==> src/rtl/adc_scan_pkg.sv <==
package adc_scan_pkg;

  typedef enum logic [1:0] {
    SEQ_IDLE  = 2'd0,
    SEQ_ISSUE = 2'd1,
    SEQ_WAIT  = 2'd2
  } seqState_e;

  typedef struct packed {
    logic finishSet;
    logic resultWe;
  } seqStrobe_t;

  localparam int BIT_GO    = 0;
  localparam int BIT_END   = 1;
  localparam int BIT_IE    = 2;
  localparam int BIT_MULTI = 3;
  localparam int TRG_LO    = 4;
  localparam int CH_LO     = 8;

endpackage

==> src/rtl/adc_scan_ctrl.sv <==
module adc_scan_ctrl
  import adc_scan_pkg::*;
#(
  parameter int NUM_CH = 6,
  parameter int CHW    = 3
) (
  input  logic              clk,
  input  logic              rstN,
  input  logic              startReq,
  input  logic [NUM_CH-1:0] scanMask,
  input  logic              convDone,
  output logic              convStart,
  output logic [CHW-1:0]    convChan,
  output seqStrobe_t        strobe,
  output logic [CHW-1:0]    resultIdx,
  output logic              busy
);

  seqState_e         state;
  logic [NUM_CH-1:0] pending;
  logic [NUM_CH-1:0] pendingAfter;
  logic [CHW-1:0]    curChan;
  logic [CHW-1:0]    lowIdx;
  logic              firstIssue;

  always_comb begin
    lowIdx = '0;
    for (int i = NUM_CH - 1; i >= 0; i--) begin
      if (pending[i]) lowIdx = CHW'(i);
    end
  end

  always_comb begin
    for (int i = 0; i < NUM_CH; i++) begin
      pendingAfter[i] = pending[i] && (curChan != CHW'(i));
    end
  end

  always_comb begin
    convStart        = (state == SEQ_ISSUE);
    convChan         = lowIdx;
    resultIdx        = curChan;
    strobe.resultWe  = (state == SEQ_WAIT) && convDone;
    strobe.finishSet = ((state == SEQ_IDLE) && startReq && (scanMask == '0)) ||
                       ((state == SEQ_WAIT) && convDone && (pendingAfter == '0));
    busy             = (state != SEQ_IDLE);
  end

  always_ff @(posedge clk or negedge rstN) begin
    if (!rstN) begin
      state      <= SEQ_IDLE;
      pending    <= '0;
      curChan    <= '0;
      firstIssue <= 1'b0;
    end else begin
      unique case (state)
        SEQ_IDLE: begin
          if (startReq && (scanMask != '0)) begin
            pending    <= scanMask;
            firstIssue <= 1'b1;
            state      <= SEQ_ISSUE;
          end
        end
        SEQ_ISSUE: begin
          curChan    <= lowIdx;
          firstIssue <= 1'b0;
          state      <= SEQ_WAIT;
        end
        SEQ_WAIT: begin
          if (convDone) begin
            pending <= pendingAfter;
            state   <= (pendingAfter == '0) ? SEQ_IDLE : SEQ_ISSUE;
          end
        end
        default: state <= SEQ_IDLE;
      endcase
    end
  end

  // start is a single-cycle pulse
  a_r7_start_single: assert property (@(posedge clk) disable iff (!rstN)
    convStart |=> !convStart);

  // later conversions of one scan use strictly higher channels
  a_r4_ascending: assert property (@(posedge clk) disable iff (!rstN)
    (convStart && !firstIssue) |-> (convChan > curChan));

  // a start request during a scan leaves the pending set alone
  a_r11_busy_ignore: assert property (@(posedge clk) disable iff (!rstN)
    (busy && startReq && !convDone) |=> $stable(pending));

  // an empty selection never leaves idle
  a_r10_empty_stays_idle: assert property (@(posedge clk) disable iff (!rstN)
    (!busy && startReq && (scanMask == '0)) |=> !busy);

endmodule

==> src/rtl/adc_scan_dpath.sv <==
module adc_scan_dpath
  import adc_scan_pkg::*;
#(
  parameter int NUM_CH   = 6,
  parameter int CHW      = 3,
  parameter int RES_W    = 16,
  parameter int NUM_TRIG = 3,
  parameter int ADDR_W   = 3,
  parameter int DATA_W   = 32
) (
  input  logic              clk,
  input  logic              rstN,
  input  logic              busWrEn,
  input  logic [ADDR_W-1:0] busAddr,
  input  logic [DATA_W-1:0] busWrData,
  output logic [DATA_W-1:0] busRdData,
  input  logic [NUM_TRIG-1:0] trigIn,
  input  seqStrobe_t        strobe,
  input  logic [CHW-1:0]    resultIdx,
  input  logic [RES_W-1:0]  resultData,
  input  logic              busy,
  output logic              startReq,
  output logic [NUM_CH-1:0] scanMask,
  output logic              irq
);

  logic              cfgIe;
  logic              cfgMulti;
  logic [1:0]        cfgTrig;
  logic [NUM_CH-1:0] cfgChan;
  logic              endFlag;
  logic [NUM_TRIG-1:0] trigPrev;
  logic [NUM_TRIG-1:0] trigRise;
  logic              hwTrig;
  logic              ctrlWr;
  logic              nextMulti;
  logic [NUM_CH-1:0] nextChan;
  logic [RES_W-1:0]  resBank [NUM_CH];
  logic [DATA_W-1:0] ctrlWord;

  assign ctrlWr    = busWrEn && (busAddr == '0);
  assign nextMulti = ctrlWr ? busWrData[BIT_MULTI] : cfgMulti;
  assign nextChan  = ctrlWr ? busWrData[CH_LO +: NUM_CH] : cfgChan;

  always_comb begin
    for (int i = 0; i < NUM_CH; i++) begin
      scanMask[i] = nextMulti ? nextChan[i] : (nextChan[CHW-1:0] == CHW'(i));
    end
  end

  assign trigRise = trigIn & ~trigPrev;

  always_comb begin
    hwTrig = 1'b0;
    for (int k = 0; k < NUM_TRIG; k++) begin
      if ((cfgTrig == 2'(k + 1)) && trigRise[k]) hwTrig = 1'b1;
    end
  end

  assign startReq = (ctrlWr && busWrData[BIT_GO]) || hwTrig;
  assign irq      = endFlag && cfgIe;

  always_ff @(posedge clk or negedge rstN) begin
    if (!rstN) begin
      cfgIe    <= 1'b0;
      cfgMulti <= 1'b0;
      cfgTrig  <= '0;
      cfgChan  <= '0;
      endFlag  <= 1'b0;
      trigPrev <= '0;
    end else begin
      trigPrev <= trigIn;
      if (ctrlWr) begin
        cfgIe    <= busWrData[BIT_IE];
        cfgMulti <= busWrData[BIT_MULTI];
        cfgTrig  <= busWrData[TRG_LO +: 2];
        cfgChan  <= busWrData[CH_LO +: NUM_CH];
      end
      if (strobe.finishSet)                     endFlag <= 1'b1;
      else if (ctrlWr && !busWrData[BIT_END])   endFlag <= 1'b0;
    end
  end

  for (genvar g = 0; g < NUM_CH; g++) begin : g_res
    always_ff @(posedge clk or negedge rstN) begin
      if (!rstN) begin
        resBank[g] <= '0;
      end else if (strobe.resultWe && (resultIdx == CHW'(g))) begin
        resBank[g] <= resultData;
      end
    end
  end

  always_comb begin
    ctrlWord = '0;
    ctrlWord[BIT_GO]             = busy;
    ctrlWord[BIT_END]            = endFlag;
    ctrlWord[BIT_IE]             = cfgIe;
    ctrlWord[BIT_MULTI]          = cfgMulti;
    ctrlWord[TRG_LO +: 2]        = cfgTrig;
    ctrlWord[CH_LO +: NUM_CH]    = cfgChan;
  end

  always_comb begin
    busRdData = '0;
    if (busAddr == '0) busRdData = ctrlWord;
    for (int i = 0; i < NUM_CH; i++) begin
      if (busAddr == ADDR_W'(i + 1)) busRdData = DATA_W'(resBank[i]);
    end
  end

  // the end flag survives everything except a clearing write
  a_r8_flag_sticky: assert property (@(posedge clk) disable iff (!rstN)
    (endFlag && !(ctrlWr && !busWrData[BIT_END])) |=> endFlag);

  // results are filed only during a running scan
  a_r6_write_in_scan: assert property (@(posedge clk) disable iff (!rstN)
    strobe.resultWe |-> busy);

endmodule

==> src/rtl/adc_scan_seq.sv <==
module adc_scan_seq
  import adc_scan_pkg::*;
#(
  parameter int NUM_CH   = 6,
  parameter int RES_W    = 16,
  parameter int NUM_TRIG = 3,
  parameter int ADDR_W   = 3,
  parameter int DATA_W   = 32
) (
  input  logic                clk,
  input  logic                rstN,
  input  logic                busWrEn,
  input  logic [ADDR_W-1:0]   busAddr,
  input  logic [DATA_W-1:0]   busWrData,
  output logic [DATA_W-1:0]   busRdData,
  input  logic [NUM_TRIG-1:0] trigIn,
  output logic                convStart,
  output logic [$clog2(NUM_CH)-1:0] convChan,
  input  logic                convDone,
  input  logic [RES_W-1:0]    convResult,
  output logic                irq
);

  localparam int CHW = $clog2(NUM_CH);

  seqStrobe_t        strobe;
  logic [CHW-1:0]    resultIdx;
  logic              busy;
  logic              startReq;
  logic [NUM_CH-1:0] scanMask;

  adc_scan_ctrl #(.NUM_CH(NUM_CH), .CHW(CHW)) ctrl_i (
    .clk(clk), .rstN(rstN), .startReq(startReq), .scanMask(scanMask),
    .convDone(convDone), .convStart(convStart), .convChan(convChan),
    .strobe(strobe), .resultIdx(resultIdx), .busy(busy)
  );

  adc_scan_dpath #(.NUM_CH(NUM_CH), .CHW(CHW), .RES_W(RES_W), .NUM_TRIG(NUM_TRIG),
                   .ADDR_W(ADDR_W), .DATA_W(DATA_W)) dpath_i (
    .clk(clk), .rstN(rstN), .busWrEn(busWrEn), .busAddr(busAddr),
    .busWrData(busWrData), .busRdData(busRdData), .trigIn(trigIn),
    .strobe(strobe), .resultIdx(resultIdx), .resultData(convResult),
    .busy(busy), .startReq(startReq), .scanMask(scanMask), .irq(irq)
  );

endmodule

==> config.mk <==
export PLATFORM = sky130hd
export DESIGN_NAME = adc_scan_seq
export DESIGN_NICKNAME = d
export VERILOG_FILES = /design/src/rtl/adc_scan_pkg.sv /design/src/rtl/adc_scan_ctrl.sv /design/src/rtl/adc_scan_dpath.sv /design/src/rtl/adc_scan_seq.sv
export SDC_FILE = /design/constraint.sdc
export NUM_CORES = 1
export LEC_CHECK = 0
export CAP_MARGIN = 20
export CELL_PAD_IN_SITES_DETAIL_PLACEMENT = 1
export CELL_PAD_IN_SITES_GLOBAL_PLACEMENT = 2
export CORE_ASPECT_RATIO = 0.8
export CORE_UTILIZATION = 43
export CTS_CLUSTER_DIAMETER = 120
export CTS_CLUSTER_SIZE = 10
export DETAILED_ROUTE_END_ITERATION = 6
export DONT_BUFFER_PORTS = 1
export GPL_TIMING_DRIVEN = 0
export PLACE_DENSITY_LB_ADDON = 0.1
export SLEW_MARGIN = 20
export SYNTH_ARGS = -nofsm -noshare
export SYNTH_HDL_FRONTEND = slang
export SYNTH_HIERARCHICAL = 1
export SYNTH_SLANG_ARGS = --single-unit
==> constraint.sdc <==
create_clock -name clk -period 2.7 [get_ports clk]
set_input_delay 0 -clock clk [delete_from_list [all_inputs] [get_ports clk]]
set_output_delay 0 -clock clk [all_outputs]
set_load 0.03 [all_outputs]
### Word level (Yosys, flattened, before mapping)

Cells that the tools add are included.

* equality and inequality tests: 28
* mux-type cells: 33
* bitwise logic cells: 2
* reductions and logical operators: 40

Operators by type and width (number)
* $mux W32: 6
* $logic_and A1 B1 Y1: 24
* $eq A3 B3 Y1 const B: 7
* $eq A3 B2 Y1 const B: 6
* $mux W3: 6
* $mux W6: 3
* $mux W14: 1
* $mux W1: 13
* $logic_not A6 Y1: 2
* $pmux W6 S2: 1
* $eq A3 B1 Y1 const B: 3
* $logic_not A3 Y1: 3
* $eq A2 B2 Y1 const B: 3
* $ne A3 B2 Y1 const B: 2
* $ne A3 B3 Y1 const B: 2
* $pmux W2 S3: 1
* $reduce_bool A2 Y1: 3
* $reduce_bool A6 Y1: 1
* $eq A2 B1 Y1 const B: 2
* $mux W2: 2
* $ne A2 B2 Y1 const B: 2
* $and A3 B3 Y3: 1
* $ne A3 B1 Y1 const B: 1
* $not A3 Y3: 1
* other kinds (6): 7

* bits in registers: 121
* input bits: 58
* word-level logic and storage cells: 118

### Depth between registers and ports, before layout

* depth after elaboration: 11
* gate-level depth with buffers: 11
* mapped depth without buffers: 7

### Cells and area by module

The synthesis kept the hierarchy.

By module, submodules not included
* adc_scan_dpath: instances 1, cells each 423, area each 5477.8 µm², seq. area each 2752.6 µm²
* adc_scan_ctrl: instances 1, cells each 85, area each 729.4 µm², seq. area each 275.3 µm²

### Least setup slack after synthesis

OpenSTA, ideal clock, no wires.

* path kind: register to register
* start point: register ctrl_i.state[0]
* end point: register dpath_i/resBank[54] in the netlist's numbering
* setup time: 0.125 ns
* data arrival time: 1.920 ns
* data required time: 2.575 ns
* path slack: 0.655 ns
* cell stages (with the launch flop): 9
* clock period less this slack: 2.045 ns
* path through: dfrtp_1 -> clkbuf_2 -> inv_1 -> nand2_1 -> nor2_1 -> nor4bb_1 -> buf_2 -> buf_4 -> mux2_2

RTL lines
* start, declared: line adc_scan_ctrl.sv:19 `seqState_e state;`
* start signal, assigned: line adc_scan_ctrl.sv:72 `state <= (pendingAfter == '0) ? SEQ_IDLE : SEQ_ISSUE;`
* end signal, assigned by index: line adc_scan_dpath.sv:89 `resBank[g] <= resultData;`
* end, declared: line adc_scan_dpath.sv:38 `logic [RES_W-1:0] resBank [NUM_CH];`

### Worst setup path after layout

* start point: register dpath_i.cfgMulti
* end point: register ctrl_i.pending[0]

* cells in the longest elaborated chain, start to end: 6
* elaborated cells on any way between the ends: 13
* classes of those cells: eq/ne (1); mux (9); reduce/logical (3)

Ends and longest elaborated chain
* start, declared: line adc_scan_dpath.sv:28 `logic cfgMulti;`
* start signal, assigned: line adc_scan_dpath.sv:75 `cfgMulti <= busWrData[BIT_MULTI];`
* $mux W1: line adc_scan_dpath.sv:42 `assign nextMulti = ctrlWr ? busWrData[BIT_MULTI] : cfgMulti;`
* $mux W1: line adc_scan_dpath.sv:47 `scanMask[i] = nextMulti ? nextChan[i] : (nextChan[CHW-1:0] == CHW'(i));`
* named net scanMask[5]: line adc_scan_seq.sv:30 `logic [NUM_CH-1:0] scanMask;`
* $reduce_bool A6 Y1: line adc_scan_ctrl.sv:58 `if (startReq && (scanMask != '0)) begin`
* $logic_and A1 B1 Y1: line adc_scan_ctrl.sv:58
* $ne A2 B2 Y1 (no source line)
* $reduce_and A3 Y1 (no source line)
* end signal, assigned: line adc_scan_ctrl.sv:59 `pending <= scanMask;`
* end signal, assigned: line adc_scan_ctrl.sv:71 `pending <= pendingAfter;`
* end, declared: line adc_scan_ctrl.sv:20 `logic [NUM_CH-1:0] pending;`

The timed path passes the listed nets, and every way through them passes these cells. The select of a mux whose other input is x is not followed.
A chain may end at the register's enable or synchronous reset.

==> results.cfg <==
[status]
outcome = finished, violations left
violations = negative hold slack

[pwr]
peakVddDrop_mv = 0.6419
p_leak_nw = 3.424
power_frac_comb = 0.289
p_sw_frac = 0.3235
p_sw_mw = 2.431
p_int_mw = 5.084
power-per-cell-area_mw_per_mm2 = 1005
seqPwrFrac = 0.377
p_clk_frac = 0.334

[placement]
routabilityCongestion = 0.7963
dpl.cell_count = 705
post-place-ws_ns = 0.2198
postPlaceCellArea_sq_mm = 0.006504
dp_hpwl_um = 11580
port_buffers = 0

[sta]
finalSetupTns_ns = 0
period_minus_slack_ns = 2.537
period_share = 0.9395
timing.final.ws_setup_ns = 0.1633
rsz0062_at_grt = false
slew_headroom = 0.2536
setup_viol = 0
final_max_slew_viol_count = 0
fin_worst_skew_ns = 0.009560
hold_viol = 121
tightestPinTransition_ns = 1.111
whs_ns = -0.7176
max_freq_mhz = 394.2

[critical_path]
slowest_stage = mux2i_1
cpPeakStageDelay_ns = 0.61
crit_arrival_ns = 2.86
critical_path_buf_inv_count = 0
endpoint_kind = flip-flop
cp_top_family = multiplexers
setup.worst_path.start = dpath_i/cfgMulti$_DFF_PN0_
regToRegStartpoint = dpath_i/cfgMulti$_DFF_PN0_
cp_cell_sequence = mux2i_1 > mux2_2 > nor4_1 > nand2_1 > a31o_2 > a21oi_1
critPathLaunchType = flip-flop
crit_type = reg2reg
cp_max_fo = 7
ff2ff_setup_slack_ns = 0.16
crit_required_ns = 3.03

[detailed_routing]
wire_per_inst_um = 22.82
final_antenna_net_count = 0
drc = 0
vias = 4409
drt_pre_antenna_iters = 4
avgViaCountPerCell = 5.733
route.final.wire_length_um = 17550
drtIter0Drc = 258

[finish]
syn_to_final_growth_pct = 20.52
nets = 635
fillers = 1404
final_area_sq_mm = 0.007481
final_cell_mix = 121 x dfrtp_1, 114 x mux2_2, 33 x dlygate4sd3_1
antenna_cells = 0
drive_gt1_frac = 0.3447
multi_input_area_sq_mm = 0.002868
register_area_sq_mm = 0.003028
final_cells = 769
final_common_cell = dfrtp_1

[grt]
overflow = 0
grt_pass1_vias = 4862
grt_use_total = 0.2570
grt_pass1_wl_um = 27950
antenna_found_initial = 0
grt_max_degree = 122

[job]
maxCapViolCount = 0

[logic_synthesis]
ys_seq_elements = 121
synth_cells = 508
synth_enable_flop_cells = 0
async_flop_share = 1.000
synthFlopType = dfrtp_1
synth_area_leaders = dfrtp_1 49%, mux2_2 21%, mux2i_1 3.5%
yosys_warnings = 6
syn_area_per_cell_sq_um = 12.22
synth.top_cell.area_share = 0.4878
synthesis.area_sq_mm = 0.006207
yosysSeqAreaShare = 0.4878
yosys.area.top_type = dfrtp_1
synth_cell_types = 51

[cts]
htree_num_levels = 4
clkTransAtPathRegs_ns = 0.06
cts_buffer_depth = 2
tritoncts = built
cts.sinks = 121
cts_root_buffer = clkbuf_16
numCtsBuffers = 17
worstSkewPairLatency_ns = 0.41
cts_hold_buffers = 33

[die]
floorplan.die_area_sq_mm = 0.01492
start_util = 0.4486
core_area_sq_mm = 0.01384
ioPinCount = 95
die_h_um = 109.5
rows = 38
die_w_um = 136.3

[hold_path]
hp-class = in2async
-- synthesized netlist by cell type (all sizes together) (5+ instances only) --
library cell and number:
a211oi 8, a21boi 7, a21oi 20, a221oi 10, a2bb2oi 12, a31oi 5
buf 38, clkbuf 11, dfrtp 121, inv 15, mux2 114, mux2i 22
mux4 5, nand2 23, nor2 15, nor2b 9, nor3 16, o21ai 7
o22ai 11
-- worst reg2reg max path: stages, from the launching register on --
cell     delay, ns
dfrtp_1       0.42
mux2i_1       0.61
mux2_2        0.46
nor4_1        0.25
nand2_1       0.19
a31o_2        0.35
a21oi_1       0.17
-- path summary, 6_finish.rpt --
check                      cells past startpoint                               to
setup / recovery                               6    ctrl_i/pending[0]$_DFFE_PN0P_
hold / removal                                 0      dpath_i/endFlag$_DFFE_PN0P_
setup reg to reg                               6    ctrl_i/pending[0]$_DFFE_PN0P_
hold reg to reg                                1  dpath_i/resBank[61]$_DFFE_PN0P_
max in group asynchronous                      0  dpath_i/resBank[31]$_DFFE_PN0P_
min in group clk                               4     dpath_i/cfgChan[1]$_DFF_PN0_
-- power groups by stage --
stage                     combinational (mW)  sequential [mW]  clock (mW)
after floorplan                         1.72             2.70           0
after global placement                  1.99             2.80           0
after detailed placement                2.08             2.85           0
after CTS                               2.17             2.82        2.55
after global routing                    2.36             2.92        2.62
final                                   2.17             2.83        2.51
-- cells by family (layout without fill, tap and decap cells) --
family,Yosys count,count (layout),share of synthesized area
AOI/OAI and AO/OA,89,89,0.1006
buffers and inverters,64,130,0.06027
DFF,121,121,0.4878
muxes,141,141,0.2604
other,1,16,0.0006041
and+or+nand+nor,92,92,0.09030
-- repair_timing --
item	4_1_cts	5_1_grt
gates resized for setup	0	0
setup buffers	0	0
hold endpoints to repair	232	121
-- layer usage --
| layer | part of all wire | GRT usage |
|---|---|---|
| met2 | 0.47 | 0.4083 |
| met4 | 0.011 | 0.07778 |
| met3 | 0.044 | 0.05855 |
| met1 | 0.48 | 0.3502 |
| met5 | 0 | 0 |
-- layout make-up --
type,count,share of cell area
Timing Repair Buffer,35,0.04533
Sequential cell,121,0.4047
Clock inverter,14,0.02960
Multi-Input combinational cell,338,0.3833
Clock buffer,17,0.05687
Buffer,49,0.04248
Tap cell,180,0.03011
Inverter,15,0.007526
-- sequential cells by signal (all words and copies together), names as in the netlist --
signal	cells
dpath_i/endFlag	1
dpath_i/cfgIe	1
ctrl_i/pending	6
dpath_i/trigPrev	3
ctrl_i/state	2
dpath_i/cfgMulti	1
dpath_i/resBank	96
dpath_i/cfgChan	6
ctrl_i/resultIdx	3
dpath_i/cfgTrig	2
-- stage by stage --
stage	total power, mW	util
floorplan	4.423	-
finish	7.515	0.5407
global route	7.898	0.5407
CTS	7.536	0.5407
global placement	4.791	0.4690
detailed placement	4.927	0.4701
Note: power is estimated with default switching activity, not from simulation.
